`src/rtl/pmx_pkg.sv`:
```
package pmx_pkg;
    typedef enum logic [1:0] {
        GNT_NONE = 2'd0,
        GNT_HI   = 2'd1,
        GNT_LO   = 2'd2
    } gnt_e;
endpackage

```
`src/rtl/pmx_arb.sv`:
```
module pmx_arb
    import pmx_pkg::*;
#(
    parameter int BLOCK_M = 4,
    localparam int CNT_W = (BLOCK_M > 1) ? $clog2(BLOCK_M) : 1
) (
    input  logic             clk,
    input  logic             rst_n,
    input  logic             hi_valid,
    input  logic             lo_valid,
    input  logic             can_load,
    output gnt_e             gnt,
    output logic [CNT_W-1:0] cnt
);
    localparam logic [CNT_W-1:0] LIMIT = CNT_W'(BLOCK_M - 1);

    typedef struct packed {
        logic [CNT_W-1:0] cnt;
    } arb_st_t;

    arb_st_t st_d, st_q;

    always_comb begin
        gnt  = GNT_NONE;
        st_d = st_q;
        if (can_load) begin
            if (hi_valid && lo_valid) begin
                gnt = (st_q.cnt == LIMIT) ? GNT_LO : GNT_HI;
            end else if (hi_valid) begin
                gnt = GNT_HI;
            end else if (lo_valid) begin
                gnt = GNT_LO;
            end
        end
        // counter only moves on an actual relay
        if (gnt == GNT_LO) begin
            st_d.cnt = '0;
        end else if (gnt == GNT_HI && lo_valid && st_q.cnt != LIMIT) begin
            st_d.cnt = st_q.cnt + 1'b1;
        end
    end

    always_ff @(posedge clk) begin
        if (!rst_n) begin
            st_q <= '0;
        end else begin
            st_q <= st_d;
        end
    end

    assign cnt = st_q.cnt;
endmodule

```
`src/rtl/pmx_out_reg.sv`:
```
module pmx_out_reg #(
    parameter int DATA_W = 32,
    parameter int OTAG_W = 4
) (
    input  logic              clk,
    input  logic              rst_n,
    input  logic              load,
    input  logic [DATA_W-1:0] in_data,
    input  logic [OTAG_W-1:0] in_tag,
    input  logic              up_ready,
    output logic              up_valid,
    output logic [DATA_W-1:0] up_data,
    output logic [OTAG_W-1:0] up_tag,
    output logic              can_load
);
    typedef struct packed {
        logic              valid;
        logic [DATA_W-1:0] data;
        logic [OTAG_W-1:0] tag;
    } oreg_t;

    oreg_t r_d, r_q;

    always_comb begin
        can_load = !r_q.valid || up_ready;
        r_d      = r_q;
        if (can_load) begin
            r_d.valid = load;
            if (load) begin
                r_d.data = in_data;
                r_d.tag  = in_tag;
            end
        end
    end

    always_ff @(posedge clk) begin
        if (!rst_n) begin
            r_q <= '0;
        end else begin
            r_q <= r_d;
        end
    end

    assign up_valid = r_q.valid;
    assign up_data  = r_q.data;
    assign up_tag   = r_q.tag;
endmodule

```
`src/rtl/pmx_rsp_demux.sv`:
```
module pmx_rsp_demux #(
    parameter int RSP_W = 32,
    parameter int TAG_W = 3
) (
    input  logic             rsp_valid,
    input  logic [RSP_W-1:0] rsp_data,
    input  logic [TAG_W:0]   rsp_tag,
    output logic             rsp_hi_valid,
    output logic [RSP_W-1:0] rsp_hi_data,
    output logic [TAG_W-1:0] rsp_hi_tag,
    output logic             rsp_lo_valid,
    output logic [RSP_W-1:0] rsp_lo_data,
    output logic [TAG_W-1:0] rsp_lo_tag
);
    logic [TAG_W-1:0] tag_sh;

    always_comb begin
        tag_sh       = rsp_tag[TAG_W:1];
        rsp_hi_valid = rsp_valid && !rsp_tag[0];
        rsp_lo_valid = rsp_valid &&  rsp_tag[0];
        rsp_hi_data  = rsp_data;
        rsp_lo_data  = rsp_data;
        rsp_hi_tag   = tag_sh;
        rsp_lo_tag   = tag_sh;
    end
endmodule

```
`src/rtl/prio_mux_node.sv`:
```
module prio_mux_node
    import pmx_pkg::*;
#(
    parameter int DATA_W  = 32,
    parameter int TAG_W   = 3,
    parameter int RSP_W   = 32,
    parameter int BLOCK_M = 4
) (
    input  logic              clk,
    input  logic              rst_n,
    input  logic              hi_valid,
    output logic              hi_ready,
    input  logic [DATA_W-1:0] hi_data,
    input  logic [TAG_W-1:0]  hi_tag,
    input  logic              lo_valid,
    output logic              lo_ready,
    input  logic [DATA_W-1:0] lo_data,
    input  logic [TAG_W-1:0]  lo_tag,
    output logic              up_valid,
    input  logic              up_ready,
    output logic [DATA_W-1:0] up_data,
    output logic [TAG_W:0]    up_tag,
    input  logic              rsp_valid,
    input  logic [RSP_W-1:0]  rsp_data,
    input  logic [TAG_W:0]    rsp_tag,
    output logic              rsp_hi_valid,
    output logic [RSP_W-1:0]  rsp_hi_data,
    output logic [TAG_W-1:0]  rsp_hi_tag,
    output logic              rsp_lo_valid,
    output logic [RSP_W-1:0]  rsp_lo_data,
    output logic [TAG_W-1:0]  rsp_lo_tag
);
    localparam int CNT_W  = (BLOCK_M > 1) ? $clog2(BLOCK_M) : 1;
    localparam int OTAG_W = TAG_W + 1;

    gnt_e              gnt;
    logic [CNT_W-1:0]  blk_cnt;
    logic              can_load;
    logic [DATA_W-1:0] sel_data;
    logic [OTAG_W-1:0] sel_tag;

    pmx_arb #(.BLOCK_M(BLOCK_M)) u_arb (
        .clk      (clk),
        .rst_n    (rst_n),
        .hi_valid (hi_valid),
        .lo_valid (lo_valid),
        .can_load (can_load),
        .gnt      (gnt),
        .cnt      (blk_cnt)
    );

    always_comb begin
        hi_ready = (gnt == GNT_HI);
        lo_ready = (gnt == GNT_LO);
        if (gnt == GNT_LO) begin
            sel_data = lo_data;
            sel_tag  = {lo_tag, 1'b1};
        end else begin
            sel_data = hi_data;
            sel_tag  = {hi_tag, 1'b0};
        end
    end

    pmx_out_reg #(.DATA_W(DATA_W), .OTAG_W(OTAG_W)) u_oreg (
        .clk      (clk),
        .rst_n    (rst_n),
        .load     (gnt != GNT_NONE),
        .in_data  (sel_data),
        .in_tag   (sel_tag),
        .up_ready (up_ready),
        .up_valid (up_valid),
        .up_data  (up_data),
        .up_tag   (up_tag),
        .can_load (can_load)
    );

    pmx_rsp_demux #(.RSP_W(RSP_W), .TAG_W(TAG_W)) u_rsp (
        .rsp_valid    (rsp_valid),
        .rsp_data     (rsp_data),
        .rsp_tag      (rsp_tag),
        .rsp_hi_valid (rsp_hi_valid),
        .rsp_hi_data  (rsp_hi_data),
        .rsp_hi_tag   (rsp_hi_tag),
        .rsp_lo_valid (rsp_lo_valid),
        .rsp_lo_data  (rsp_lo_data),
        .rsp_lo_tag   (rsp_lo_tag)
    );
endmodule

```
`config.mk`:
```
export PLATFORM = sky130hd
export DESIGN_NAME = prio_mux_node
export DESIGN_NICKNAME = d
export VERILOG_FILES = /design/src/rtl/pmx_pkg.sv /design/src/rtl/pmx_arb.sv /design/src/rtl/pmx_out_reg.sv /design/src/rtl/pmx_rsp_demux.sv /design/src/rtl/prio_mux_node.sv
export SDC_FILE = /design/constraint.sdc
export NUM_CORES = 1
export LEC_CHECK = 0
export ABC_CLOCK_PERIOD_IN_PS = 2200
export BUFFER_PORTS_ARGS = -buffer_cell sky130_fd_sc_hd__buf_2
export CAP_MARGIN = 25
export CORE_MARGIN = 3
export CORE_UTILIZATION = 30
export DETAILED_ROUTE_END_ITERATION = 7
export PLACE_DENSITY_LB_ADDON = 0.3
export SLEW_MARGIN = 20
export SYNTH_ARGS = -nofsm -noshare
export SYNTH_HDL_FRONTEND = slang
export SYNTH_SLANG_ARGS = --single-unit
```
`constraint.sdc`:
```
create_clock -name clk -period 2.2 [get_ports clk]
set_clock_uncertainty 0.15 [all_clocks]
set_input_delay 0.44 -clock clk [delete_from_list [all_inputs] [get_ports clk]]
set_output_delay 0.44 -clock clk [all_outputs]
set_load 0.02 [all_outputs]
```
==> metrics <==
remaining antenna violation count 0; Finished Core Util 0.332; grt peak-use layer met2; area delta synth->final 6.82%; via count 2,590; vias in the first global route 2,547; crit path DAT ~1.4 ns; R2R Path Start u_arb.cnt[0]; htree depth 2; GR Layer Usage met3 0.0420; slew margin rel. 0.581; Mean Syn Cell Area slightly below 9 um^2; Peak VDD IR 0.206 mV; routability congestion estimate between 0.7 and 0.8; Core Region roughly 8800 um^2; layout cells sized above 1 0.421; Min-Delay Endpoint u_oreg.up_tag[0]; Post-CTS Setup Bufs 0; port buffer count approximately 120; Site Rows 34; first-pass GRT wire length around 13,000 um; sequential fraction of the synthesis area 0.286; RR Endpoint u_oreg.up_data[16]; FFs w/ async S/R, synth 0; placed instance area 2840 um^2; hold path cells 2; ys flop type dfxtp_1; clock latency on the worst-skew pair between 0.2 and 0.3 ns; status finished clean; Setup crit start kind flip-flop; Critical Path RT 1.61 ns; FMAX 509 MHz; worst hold start u_oreg.up_tag[0]; initial antenna violation count 0; Syn. warnings 0; Worst-Margin Slew 0.629 ns; R2R depth 5; Tcrit/Tclk final 0.894; Overall Global Routing Usage 0.159; Seq cells post-synth 39; WL/cell approximately 19 um; critical setup path kind reg2out; Die Ht 101 um; RSZ-0062 raised after global routing false; Longest Clk Path Bufs 2; GRT met2 Usage 0.251; die area 10,300 um^2; CTS buffer count 5; clock period minus worst slack 1.97 ns; Post-synth EDFFs 0; cell area after synthesis 2730 um^2; Hold Path Class reg2reg; CP Capture Type output pin; internal reg-to-reg setup slack roughly 0.31 ns; nets 454; Top Ports 223; CTS tree done; Max Slew Vio Count 0; Post-Syn Instances 310; Fin. Hold Viols 0; Synth cell types 31; clock transition at the registers of the reported paths 0.08 ns; DR iter-0 viols 137; hold_buf cts 0; Crit Path Max Fanout 3; ANT cells 0; Initial Util 0.310; Residual DRC 0; pwr/cell area a little over 600 nW/um^2; number of max-cap violations 0; post-CTS sizing 0; drt via density 5.76; Final Cell Area 2920 um^2; HPWL after DPL 5790 um; clk root buf clkbuf_8; Final setup viols 0; Die Wd around 100 um; GR Layer Usage met1 0.209; largest net degree at the start of global routing 50; WL final 8590 um; GR Overflow Total 0; Synthesized Nets between 400 and 500; Final TNS setup 0 ns; DR pass1 iterations 4; clock sinks 39; leak pwr 1.18 nW
-- per-layer routing --
metal / share of wire / wire (um)
met5: 0 / 0
met2: 0.47 / 4030
met4: 0.014 / 118
met1: 0.44 / 3790
met3: 0.076 / 650
-- final cells by class --
cell class	count	area, um^2
Inverter	2	7.51
Tap cell	108	135
Clock inverter	1	5.00
Fill cell	928	5890
Clock buffer	7	76.3
Multi-Input combinational cell	161	1180
Timing Repair Buffer	132	736
Sequential cell	39	781
-- power breakdown --
part / internal, W / total (W) / switching [W]
Sequential: 0.000771 / 0.000805 / 0.0000335
Combinational: 0.000204 / 0.000508 / 0.000304
Clock: 0.000223 / 0.000479 / 0.000256
Total: 0.00120 / 0.00179 / 0.000593
-- metrics by stage --
step | power (W) | std cells | setup slack, ns | hold WS, ns
final | 0.00179 | 450 | 0.234 | 0.340
after global routing | 0.00191 | 450 | 0.125 | 0.382
after CTS | 0.00183 | 450 | 0.213 | 0.345
after detailed placement | 0.00133 | 442 | 0.286 | 0.331
after global placement | 0.00133 | 442 | 0.279 | 0.321
after floorplan | 0.00132 | 310 | 0.473 | 0.309
-- cell usage after synthesis (all sizes together), types with 2 or more instances --
cell / n / area [um^2]
nor2b: 2 / 12.5
inv: 2 / 7.50
a21boi: 4 / 30.0
clkbuf: 14 / 60.1
a2111oi: 35 / 319
nor4b: 35 / 313
nand2b: 2 / 12.5
a21oi: 35 / 175
buf: 94 / 713
o21ai: 2 / 10.0
nor4: 35 / 219
dfxtp: 39 / 781
-- kinds of logic after synthesis --
group           count (synthesis)  share of synthesized area
buf+inv                       110                      0.286
simple gates                   83                      0.225
compound gates                 77                      0.199
flops                          39                      0.286
fa+ha+maj                       1                    0.00458
-- worst max-delay path, stage by stage, from the launching register on --
cell and delay, ns:
dfxtp_1 0.36, ha_1 0.20, nand2b_1 0.16, nand3_1 0.13, inv_1 0.08, buf_2 0.16
-- state kept, by name, indices dropped and copies added, names as in the netlist --
register and count:
u_oreg.up_data 32, u_oreg.up_tag 4, u_arb.cnt 2, u_oreg.up_valid 1
-- worst max path at each step --
stage | from | to
2_1_floorplan | up_ready | lo_ready
3_3_place_gp | u_arb.cnt[0] | u_oreg.up_data[16]
3_5_place_dp | lo_valid | u_oreg.up_data[2]
4_1_cts | u_arb.cnt[0] | lo_ready
5_1_grt | u_arb.cnt[0] | lo_ready
6_report | u_arb.cnt[0] | lo_ready
-- cell usage in the layout (no fill, tap or decap), types with 2 or more instances in the layout --
cell,instances
o21ai_0,2
buf_2,117
clkbuf_8,5
dfxtp_1,39
a2111oi_1,5
a21boi_0,4
a21oi_1,35
buf_4,12
a2111oi_0,29
buf_12,3
nor4b_1,34
nor4_1,35
nand2b_1,2
clkbuf_1,2
Note: power is estimated with default switching activity, not from simulation.
